`src/rtl/lbcs_pkg.sv`:
```
package lbcs_pkg;

    localparam int LB_FIELD_W   = 4;
    localparam int LB_TREG_W    = 32;
    localparam int LB_REF_DLY   = 2;
    localparam int LB_MOTO_HOLD = 3;
    localparam int LB_CNT_W     = $clog2((1 << LB_FIELD_W) + LB_REF_DLY + 3);

    // Field slots inside the timing word (slot * LB_FIELD_W = bit offset)
    localparam int SLOT_RD_ON  = 0;
    localparam int SLOT_RD_OFF = 1;
    localparam int SLOT_WR_ON  = 2;
    localparam int SLOT_WR_OFF = 3;

    typedef logic [LB_CNT_W-1:0] lb_cnt_t;

    typedef struct packed {
        lb_cnt_t on_at;
        lb_cnt_t off_at;
    } lb_win_t;

    typedef enum logic [1:0] {
        SEQ_IDLE = 2'd0,
        SEQ_RUN  = 2'd1,
        SEQ_FIN  = 2'd2
    } lb_seq_e;

    function automatic lb_cnt_t get_field(input logic [LB_TREG_W-1:0] word, input int slot);
        return lb_cnt_t'(word[slot*LB_FIELD_W +: LB_FIELD_W]);
    endfunction

    function automatic lb_cnt_t release_point(input lb_cnt_t on_at, input lb_cnt_t off_at);
        return (off_at > on_at) ? off_at : lb_cnt_t'(on_at + lb_cnt_t'(1));
    endfunction

endpackage

```
`src/rtl/lbcs_timing_sel.sv`:
```
module lbcs_timing_sel
    import lbcs_pkg::*;
(
    input  logic                 write_i,
    input  logic                 moto_mode_i,
    input  logic [LB_TREG_W-1:0] timing_i,
    output lb_win_t              win_o
);
    lb_cnt_t on_raw;
    lb_cnt_t off_raw;

    always_comb begin
        on_raw  = write_i ? get_field(timing_i, SLOT_WR_ON)  : get_field(timing_i, SLOT_RD_ON);
        off_raw = write_i ? get_field(timing_i, SLOT_WR_OFF) : get_field(timing_i, SLOT_RD_OFF);
        if (moto_mode_i) begin
            win_o.on_at  = '0;
            win_o.off_at = lb_cnt_t'(LB_MOTO_HOLD);
        end else begin
            win_o.on_at  = on_raw;
            win_o.off_at = release_point(on_raw, off_raw);
        end
    end

    always_comb begin
        AST_WIN_ORDERED: assert (win_o.off_at > win_o.on_at);
    end

endmodule

```
`src/rtl/lbcs_seq_ctrl.sv`:
```
module lbcs_seq_ctrl
    import lbcs_pkg::*;
#(
    parameter int TGT_W = 2
) (
    input  logic             clk,
    input  logic             rst,
    input  logic             start_i,
    input  logic             hit_i,
    input  logic [TGT_W-1:0] tgt_i,
    input  lb_win_t          win_i,
    output logic [TGT_W-1:0] tgt_q_o,
    output logic             cs_on_next_o,
    output logic             busy_o,
    output logic             done_o
);
    localparam lb_cnt_t REF = lb_cnt_t'(LB_REF_DLY);

    lb_seq_e          state_q;
    lb_cnt_t          tick_q;
    lb_win_t          win_q;
    logic [TGT_W-1:0] tgt_q;
    lb_cnt_t          tick_nxt;
    logic             accept;

    assign accept   = (state_q == SEQ_IDLE) && start_i && hit_i;
    assign tick_nxt = tick_q + lb_cnt_t'(1);

    always_ff @(posedge clk) begin
        if (rst) begin
            state_q <= SEQ_IDLE;
            tick_q  <= '0;
            win_q   <= '0;
            tgt_q   <= '0;
        end else begin
            case (state_q)
                SEQ_IDLE: begin
                    if (accept) begin
                        state_q <= SEQ_RUN;
                        tick_q  <= lb_cnt_t'(1);
                        win_q   <= win_i;
                        tgt_q   <= tgt_i;
                    end
                end
                SEQ_RUN: begin
                    tick_q <= tick_nxt;
                    if (tick_q == REF + win_q.off_at) begin
                        state_q <= SEQ_FIN;
                    end
                end
                SEQ_FIN: begin
                    state_q <= SEQ_IDLE;
                    tick_q  <= '0;
                end
                default: state_q <= SEQ_IDLE;
            endcase
        end
    end

    assign cs_on_next_o = (state_q == SEQ_RUN)
                        && (tick_nxt >= REF + win_q.on_at)
                        && (tick_nxt <  REF + win_q.off_at);
    assign busy_o  = (state_q != SEQ_IDLE);
    assign done_o  = (state_q == SEQ_FIN);
    assign tgt_q_o = tgt_q;

    AST_DONE_SINGLE: assert property (@(posedge clk) disable iff (rst)
        done_o |=> !done_o);
    AST_BUSY_HOLDS_TGT: assert property (@(posedge clk) disable iff (rst)
        (busy_o && !done_o) |=> $stable(tgt_q));
    AST_NO_HIT_IDLE: assert property (@(posedge clk) disable iff (rst)
        (!busy_o && start_i && !hit_i) |=> !busy_o);

endmodule

```
`src/rtl/lbcs_strobe_drv.sv`:
```
module lbcs_strobe_drv #(
    parameter int NUM_CS = 4,
    parameter int TGT_W  = 2
) (
    input  logic              clk,
    input  logic              rst,
    input  logic              on_next_i,
    input  logic [TGT_W-1:0]  tgt_i,
    output logic [NUM_CS-1:0] cs_n_o
);
    logic [NUM_CS-1:0] sel_n;

    for (genvar g = 0; g < NUM_CS; g++) begin : g_line
        assign sel_n[g] = !(on_next_i && (tgt_i == TGT_W'(g)));
    end

    always_ff @(posedge clk) begin
        if (rst) begin
            cs_n_o <= '1;
        end else begin
            cs_n_o <= sel_n;
        end
    end

    AST_CS_ONE_LOW: assert property (@(posedge clk) disable iff (rst)
        $countones(~cs_n_o) <= 1);
    AST_RESET_HIGH: assert property (@(posedge clk)
        rst |=> (cs_n_o == '1));

endmodule

```
`src/rtl/lbcs_seq.sv`:
```
module lbcs_seq
    import lbcs_pkg::*;
#(
    parameter int NUM_CS = 4,
    parameter int NUM_RG = 2,
    localparam int TGT_W = $clog2(NUM_CS)
) (
    input  logic                 clk,
    input  logic                 rst,
    input  logic                 start_i,
    input  logic                 write_i,
    input  logic [TGT_W-1:0]     target_i,
    input  logic [NUM_RG-1:0]    region_hit_i,
    input  logic                 moto_mode_i,
    input  logic [LB_TREG_W-1:0] timing_i,
    output logic [NUM_CS-1:0]    cs_n_o,
    output logic                 busy_o,
    output logic                 done_o
);
    lb_win_t          win;
    logic [TGT_W-1:0] tgt_q;
    logic             cs_on_next;

    lbcs_timing_sel u_tsel (
        .write_i     (write_i),
        .moto_mode_i (moto_mode_i),
        .timing_i    (timing_i),
        .win_o       (win)
    );

    lbcs_seq_ctrl #(.TGT_W(TGT_W)) u_ctrl (
        .clk          (clk),
        .rst          (rst),
        .start_i      (start_i),
        .hit_i        (|region_hit_i),
        .tgt_i        (target_i),
        .win_i        (win),
        .tgt_q_o      (tgt_q),
        .cs_on_next_o (cs_on_next),
        .busy_o       (busy_o),
        .done_o       (done_o)
    );

    lbcs_strobe_drv #(.NUM_CS(NUM_CS), .TGT_W(TGT_W)) u_drv (
        .clk       (clk),
        .rst       (rst),
        .on_next_i (cs_on_next),
        .tgt_i     (tgt_q),
        .cs_n_o    (cs_n_o)
    );

    AST_DONE_AFTER_RELEASE: assert property (@(posedge clk) disable iff (rst)
        done_o |-> (cs_n_o == '1));
    AST_IDLE_NO_CS: assert property (@(posedge clk) disable iff (rst)
        !busy_o |-> (cs_n_o == '1));

endmodule

```
`config.mk`:
```
export PLATFORM = sky130hd
export DESIGN_NAME = lbcs_seq
export DESIGN_NICKNAME = d
export VERILOG_FILES = /design/src/rtl/lbcs_pkg.sv /design/src/rtl/lbcs_timing_sel.sv /design/src/rtl/lbcs_seq_ctrl.sv /design/src/rtl/lbcs_strobe_drv.sv /design/src/rtl/lbcs_seq.sv
export SDC_FILE = /design/constraint.sdc
export NUM_CORES = 1
export LEC_CHECK = 0
export BUFFER_PORTS_ARGS = -buffer_cell sky130_fd_sc_hd__buf_2
export CORE_MARGIN = 5
export CORE_UTILIZATION = 51
export DETAILED_ROUTE_END_ITERATION = 12
export GPL_ROUTABILITY_DRIVEN = 0
export HOLD_SLACK_MARGIN = 0.03
export PLACE_DENSITY = 0.8
export SLEW_MARGIN = 40
export SYNTH_ARGS = -nofsm -noshare
export SYNTH_HDL_FRONTEND = slang
export SYNTH_SLANG_ARGS = --single-unit
```
`constraint.sdc`:
```
create_clock -name clk -period 2.8 [get_ports clk]
set_input_delay 0.84 -clock clk [delete_from_list [all_inputs] [get_ports clk]]
set_output_delay 0.84 -clock clk [all_outputs]
set_load 0.01 [all_outputs]
```
# [Yosys cells after proc, flatten, opt, wreduce, memory -nomap -nowiden]
# Cells that the tools add are included.
[totals] regBits=23
[classes] mux=9 n_lt_le_gt_ge=3 reduce_logical=20 eq_ne=8 addsub=4
[ops] op="case mux 5 bit (3 select lines)" count=1
[ops] op="adder 2 x 5 -> 5 bit (first input constant)" count=2
[ops] op="adder 5 x 1 -> 5 bit (second input constant)" count=2
[ops] op="two-way mux 10 bit" count=1
[ops] op="two-way mux 5 bit" count=2
[ops] op="logical AND 1 bit" count=8
[ops] op="two-way mux 4 bit" count=2
[ops] op="equality test 2 bit (second input constant)" count=3
[ops] op="AND reduction 2 bit" count=3
[ops] op="equality test 5 bit" count=1
[ops] op=">= comparator 5 bit" count=1
[ops] op="greater-than comparator 5 bit" count=1
[ops] op="less-than comparator 5 bit" count=1
[ops] op="equality test 2 x 1 -> 1 bit (second input constant)" count=2
[ops] op="zero test 1 bit" count=4
[ops] op="zero test 2 bit" count=2
[ops] op="two-way mux 2 bit" count=2
[ops] op="!= test 2 x 1 -> 1 bit (second input constant)" count=2
[ops] op="case mux 2 bit (2 select lines)" count=1
[ops] op="nonzero test 3 bit" count=1
[ops] op="nonzero test 2 bit" count=1
[ops] op="OR reduction 2 bit" count=1

# [Longest topological paths before layout]
# Gate-level depths: netlist (run 1).
[logic_depth] depth_word=6 mapped_depth=9 depth_no_buf=8

# [Hierarchy]
# From an unflattened synthesis (run 1), not the netlist that was laid out.
[unflattened] cells_unflattened=186 hier_area_um2=1620.3
[by_module_without_submodules] mod="lbcs_seq_ctrl" area_per_inst_um2=1149.9 cells_each=137 instances=1 seq_area_each_um2=380.4
[by_module_without_submodules] mod="lbcs_timing_sel" area_per_inst_um2=342.8 cells_each=40 instances=1 seq_area_each_um2=0.0
[by_module_without_submodules] mod="lbcs_strobe_drv" area_per_inst_um2=121.4 cells_each=8 instances=1 seq_area_each_um2=80.1
[by_module_without_submodules] mod="lbcs_seq" area_per_inst_um2=6.3 cells_each=1 instances=1 seq_area_each_um2=0.0

# [Worst setup path before layout (run 1)]
# No wires, ideal clock.
[synth_timing] path_type="input to register" from="in write_i" to="reg u_ctrl.win_q[0] (netlist name)" arrival_ns=2.474 stages=8 setup_time_ns=0.120 n_path_buf=1 setup_slack_ns=0.206 path_cell_list="buf_2 > mux2_2 > ha_1 > nor2b_1 > o211ai_1 > a21oi_2 > mux2i_1 > o31a_1"
[synth_via] elab_chain_cells=4
[synth_rtl] element="from (decl)" line="lbcs_seq.sv:11" text="input logic write_i,"
[synth_rtl] element="two-way mux 4 bit (on tied branches)" line="lbcs_timing_sel.sv:13, lbcs_timing_sel.sv:14"
[synth_rtl] element="adder 5 x 1 -> 5 bit or greater-than comparator 5 bit (tied branches)" line="lbcs_pkg.sv:33" text="return (off_at > on_at) ? off_at : lb_cnt_t'(on_at + lb_cnt_t'(1));"
[synth_rtl] element="two-way mux 5 bit *" line="lbcs_pkg.sv:33"
[synth_rtl] element="two-way mux 10 bit *" line="lbcs_timing_sel.sv:15" text="if (moto_mode_i) begin"
[synth_rtl] element="to (signal assigned)" line="lbcs_seq_ctrl.sv:41" text="win_q <= win_i;"
[synth_rtl] element="to (decl)" line="lbcs_seq_ctrl.sv:21" text="lb_win_t win_q;"
# Every way passes the cells marked *; elsewhere a longest branch is shown, timed or not.
# A chain may end at the register's enable or synchronous reset.

# [Worst setup path after layout (run 1)]
[layout_timing] from="in write_i" to="reg u_ctrl.win_q[1] (netlist name)"
# The elaborated chain is that of the path after synthesis.

==> reports/results.ini, run 1 <==
[floorplan]
die_h_um = 64.71
die_area_um2 = 4187
core-area_um2 = 2805
pin_count = 47
die_x_um = 64.71
fp-row-count = 19
start_util = 0.5442

[placement]
hpwlAfterDp_um = 2837
io_buffers = 30
place_ws_ps = 53.51

[power_and_ir_drop]
powerDensity_nw_per_um2 = 479.0
leakage_nw = 0.7778
ir_drop_mv = 0.2271

[cts]
cts_tree = built
clock_path_buffers = 2
cts_buffers = 3
clk_latency_ps = 310
postCtsHoldBufs = 0
post_cts_resized = 0
clk_pin_slew_ps = 130
clock_sinks = 22
cts-root-buf = clkbuf_4
cts_htree_levels = 1
post_cts_buffers = 0

[timing]
fmax_mhz = 412.9
fin_setup_tns_ps = 0
fin_ws_ps = 378.2
rsz0062_at_grt = no
slew_violations = 0
period_share = 0.8649
tightest_slew_ps = 449.1
slew_headroom = 0.7006
setup_viol = 0
period_needed_ps = 2422
hold_violations = 0
finClkSkew_ps = 3.855
whs_ps = 523.6

[critical_path]
arrival_ps = 2650
worst_setup_path_start_kind = input pin
crit_path_end_kind = register
worstPathRequired_ps = 3020
worstPathMaxFanout = 8
path_class = in -> reg

[finish]
layout_commonest_cell = buf_2
post-route-util = 0.6347
drive_gt1_frac = 0.2338
nets = 261
syn_to_final_growth_pct = 16.64
mostFrequentLayoutCells = buf_2 (30), dfxtp_1 (22), ha_1 (18)
num_antenna_cells = 0

[synthesis]
synth_area_um2 = 1526
yosysWarnings = 0
synth_seq_cells = 22
avgSynthCellArea_um2 = 9.086
synth_cells = 168
synth_nets = 227
post_synth_num_cell_types = 39
synth.yosys.seq_area_share = 0.2885

[grt]
grt_overflow_total = 0
antenna_found_initial = 0
grt_pass1_wl_um = 6106
grt_max_degree = 23
grt.total_usage = 0.1785
grt_pass1_vias = 1443

[detailed_routing]
wirelength_um = 3414
ant_nets = 0
drt_iter0_markers = 110
drc = 0
wl_per_cell_um = 14.72
firstDrtPassIters = 4
vias = 1351
vias_per_cell = 5.823

[job]
cap_violations = 0

[outcome]
run_status = finished, final reports clean

[hold_path]
hold_class = reg -> reg

-- layout make-up --
cell class | instances | area [um2]
Clock buffer | 3 | 22.52
Clock inverter | 1 | 30.03
Fill cell | 247 | 1025
Inverter | 8 | 30.03
Multi-Input combinational cell | 132 | 1031
Sequential cell | 22 | 440.4
Tap cell | 31 | 38.79
Timing Repair Buffer | 35 | 187.7
-- worst paths after layout --
check	start	to	slack, ps	depth (start not counted)
hold reg to reg	u_ctrl.tick_q[1]$_SDFFE_PP0P_	u_ctrl.tick_q[1]$_SDFFE_PP0P_	520	2
hold / removal	u_ctrl.tick_q[1]$_SDFFE_PP0P_	u_ctrl.tick_q[1]$_SDFFE_PP0P_	520	2
setup reg to reg	u_ctrl.tick_q[0]$_SDFFE_PP0P_	u_drv.cs_n_o[2]$_SDFF_PP1_	750	6
setup / recovery	write_i	u_ctrl.win_q[1]$_SDFFE_PP0P_	380	8
-- Yosys cell counts --
| master | instances | area, um2 |
|---|---|---|
| dfxtp_1 | 22 | 440.4 |
| ha_1 | 18 | 225.2 |
| a21oi_1 | 15 | 75.07 |
| mux2i_1 | 12 | 120.1 |
| nand2_1 | 12 | 45.04 |
| nor2_1 | 10 | 37.54 |
| nand3_1 | 9 | 45.04 |
| inv_1 | 8 | 30.03 |
| xnor2_1 | 8 | 70.07 |
| nor3_1 | 7 | 35.03 |
| o21ai_0 | 5 | 25.02 |
| clkbuf_1 | 4 | 15.01 |
| mux2_2 | 3 | 33.78 |
| nand2b_1 | 3 | 18.77 |
| nor2b_1 | 3 | 18.77 |
| a21boi_0 | 2 | 15.01 |
| buf_2 | 2 | 10.01 |
| nand4_1 | 2 | 12.51 |
| o211ai_1 | 2 | 15.01 |
| xor3_1 | 2 | 47.55 |
| a21oi_2 | 1 | 8.760 |
| a221o_2 | 1 | 11.26 |
| a221oi_1 | 1 | 8.760 |
| a311oi_1 | 1 | 8.760 |
| a31oi_1 | 1 | 6.260 |
| and4_1 | 1 | 8.760 |
| nand4b_1 | 1 | 8.760 |
| nor3b_1 | 1 | 7.510 |
| nor4_2 | 1 | 12.51 |
| nor4b_1 | 1 | 8.760 |
| nor4bb_1 | 1 | 10.01 |
| o311a_1 | 1 | 10.01 |
| o31a_1 | 1 | 8.760 |
| o32ai_4 | 1 | 27.53 |
| or2_0 | 1 | 6.260 |
| or3_1 | 1 | 6.260 |
| or4_1 | 1 | 7.510 |
| xnor2_2 | 1 | 16.27 |
| xor2_1 | 1 | 8.760 |
-- metrics by stage --
step	total power [mW]	cell area (um2)	instances
2_1_floorplan	0.5397	1526	168
3_3_place_gp	0.5956	1728	228
3_5_place_dp	0.6126	1728	228
4_1_cts	0.8572	1780	232
5_1_grt	0.9078	1780	232
6_report	0.8528	1780	232
-- state kept, by name, indices dropped and copies added, names as in the netlist --
name	count
u_ctrl.state_q	2
u_ctrl.tick_q	5
u_ctrl.win_q	9
u_drv.cs_n_o	4
u_ctrl.tgt_q_o	2
-- cell families (layout without fill, tap and decap cells) --
group | count (synthesis) | after routing | synth area share
simple gates | 55 | 55 | 0.1894
compound gates | 32 | 32 | 0.1443
flops | 22 | 22 | 0.2885
fa+ha+maj | 18 | 18 | 0.1475
mux | 15 | 15 | 0.1008
buf+inv | 14 | 47 | 0.03606
xor+xnor | 12 | 12 | 0.09345
-- per-layer routing --
layer,share of wire,wire length (um),vias up,track usage
li1,-,-,676,-
met1,0.43,1460,643,0.2030
met2,0.53,1819,28,0.3461
met3,0.030,101,4,0.02245
met4,0.0094,32,0,0.04749
met5,0,0,-,0
-- report_power, final --
group	switching (mW)	internal, mW	total, mW
clock	0.100	0.145	0.245
sequential	0.0195	0.330	0.349
combinational	0.134	0.124	0.258
total	0.254	0.599	0.853
-- worst max-delay path: stages --
cell,delay (ps)
buf_2,210
mux2_2,370
ha_1,290
nor2b_1,130
o211ai_1,100
a21oi_2,310
mux2i_1,130
a221oi_1,260
No activity file was read; power rests on OpenSTA's default activity.
==> inputs of run 2 (changes only) <==
Settings changed: ABC_AREA from default to 1, PLACE_DENSITY 0.8 to 0.79.
==> run 2 against run 1 <==
- clock skew up 3.0 ps
- clock power about the same
- synthesized cell count up 33%
- critical path type unchanged
- highest routed layer unchanged
==> reports/results.ini, run 2 <==
[outcome]
run_status = finished, final reports clean

[finish]
syn_to_final_growth_pct = 14.29
regMostFlops = u_ctrl.win_q
drive_gt1_frac = 0.1732
final-seq-area_um2 = 440.4
nets = 314
final_cells = 287
final_cell_area_um2 = 1772
top_regs = u_ctrl.win_q: 9 flops, u_ctrl.tick_q: 5 flops, u_drv.cs_n_o: 4 flops
fillers = 288
layout_commonest_cell = nand2_1
post-route-util = 0.5950
multi_input_area_um2 = 957.2
num_antenna_cells = 0
mostFrequentLayoutCells = nand2_1 (60), inv_1 (30), buf_2 (30)
largest_reg_flops = 9

[synthesis]
synthXorXnorAreaFrac = 0.03390
synth_cells = 224
yosys.area.top_type = dfxtp_1
synth_nets = 283
synth_flop_cell = dfxtp_1
yosysWarnings = 0
synth_top_area_share = 0.2841
synth_most_common_cell = nand2_1
yosys.area_share.simple = 0.3115
synth.yosys.seq_area_share = 0.2841
synth_async_sr_flop_share = 0
synth_top_family_by_area = simple AND/OR/NAND/NOR gates
synth_seq_cells = 22
synth_area_um2 = 1550
synth_enable_flop_cells = 0
yosys-mux-area-fraction = 0.01291
post_synth_num_cell_types = 27
synth_compound_area_frac = 0.1138
yosys.area_share.adder = 0.1453
ys_top_cells_by_count = nand2_1 (60), inv_1 (30), dfxtp_1 (22)
avgSynthCellArea_um2 = 6.921
synth_area_leaders = dfxtp_1 (28%), ha_1 (15%), nand2_1 (15%), inv_1 (7.3%), nand3_1 (6.8%)

[power_and_ir_drop]
powerDensity_nw_per_um2 = 595.1
ir_drop_mv = 0.3014
leakage_nw = 0.8395
p_total_mw = 1.054

[cts]
clk_pin_slew_ps = 130
post_cts_buffers = 0
cts_htree_levels = 1
cts_buffers = 3
clock_path_buffers = 2
postCtsHoldBufs = 0
post_cts_resized = 0
cts-root-buf = clkbuf_4
clock_sinks = 22
cts_tree = built
clk_latency_ps = 310

[floorplan]
fp-row-count = 20
die_h_um = 65.14
core-area_um2 = 2978
start_util = 0.5206
pin_count = 47
die_area_um2 = 4243
die_x_um = 65.14

[hold_path]
hold_class = reg -> reg

[detailed_routing]
firstDrtPassIters = 5
vias = 1472
drc = 0
wl_per_cell_um = 10.60
wirelength_um = 3042
drt_iter0_markers = 58
ant_nets = 0
vias_per_cell = 5.129

[placement]
placed_area_um2 = 1719
hpwlAfterDp_um = 2534
dpl.cell_count = 283
place_ws_ps = 223.9
io_buffers = 30

[timing]
fmax_mhz = 443.5
hold_violations = 0
finClkSkew_ps = 6.807
fin_ws_ps = 545.4
tightest_slew_ps = 327.3
setup_viol = 0
fin_setup_tns_ps = 0
period_needed_ps = 2255
whs_ps = 450.7
slew_violations = 0
rsz0062_at_grt = no
period_share = 0.8052
slew_headroom = 0.7811

[grt]
grt.total_usage = 0.1551
grt_max_degree = 17
grt_pass1_wl_um = 5285
antenna_found_initial = 0
grt_pass1_vias = 1342
grt_overflow_total = 0

[critical_path]
crit_path_end_kind = register
path_class = in -> reg
crit_family = simple AND/OR/NAND/NOR gates
worst_setup_path_start_kind = input pin
worstPathCellList = buf_2, inv_2, nand2_1, nand2_1, inv_1, ha_1, nand2_1, o21ai_0, nand2_1, or2_2, a31oi_1
rrSetupSlack_ps = 990
worstPathMaxFanout = 9
slowest_stage = or2_2
critical_path_buf_inv_count = 3
worstPathRequired_ps = 3040
arrival_ps = 2500
cpMostUsedCell = nand2_1
slowest_delay_ps = 320

[job]
cap_violations = 0

## run 2: cell types whose count changed in the layout (fill, tap and decap cells not counted), moves of 5 or more
cell / change
inv_1: +22
xnor2_1: -6
buf_4: -5
mux2i_1: -10
nand4_1: +5
nand3_1: +12
nor3_1: -5
nand2_1: +48
## run 2: cells by family after synthesis
group                      count (synthesis)
and+or+nand+nor                          106
buffers and inverters                     38
AOI/OAI and AO/OA                         32
DFF                                       22
adders and majority gates                 18
xor gates and xnor gates                   6
muxes                                      2
## run 2: routing by layer
metal,vias up,global-route usage,wire length [um]
met1,648,0.1924,1450
met5,-,0,0
met3,2,0.02051,133
li1,792,-,-
met2,30,0.2784,1443
met4,0,0.04663,15
## run 2: final timing paths
check | from | endpoint | cells after the start
setup / recovery | write_i | u_ctrl.win_q[0]$_SDFFE_PP0P_ | 11
setup reg to reg | u_ctrl.tick_q[0]$_SDFFE_PP0P_ | u_drv.cs_n_o[1]$_SDFF_PP1_ | 8
hold reg to reg | u_ctrl.tgt_q_o[0]$_SDFFE_PP0P_ | u_drv.cs_n_o[1]$_SDFF_PP1_ | 1
hold / removal | u_ctrl.tgt_q_o[0]$_SDFFE_PP0P_ | u_drv.cs_n_o[1]$_SDFF_PP1_ | 1
## run 2: layout make-up
type / count / share of cell area
clock buffers: 3 / 0.01271
multi-input cells: 164 / 0.5403
well taps: 33 / 0.02331
clock inverters: 1 / 0.01695
flip-flops and latches: 22 / 0.2486
repair buffers: 30 / 0.08475
inverters: 34 / 0.07345
## run 2: worst reg2reg max path: stages (launching register included)
cell and delay (ps):
dfxtp_1 460, ha_1 310, ha_1 290, a21oi_1 150
nand2_1 70, nand3_1 70, nand2_1 60, a21oi_2 190
nand4_1 100
## run 2: power breakdown
group | internal, mW | switching [mW] | leakage, nW
Clock | 0.145 | 0.0975 | 0.0279
Sequential | 0.349 | 0.0398 | 0.179
Combinational | 0.161 | 0.263 | 0.632
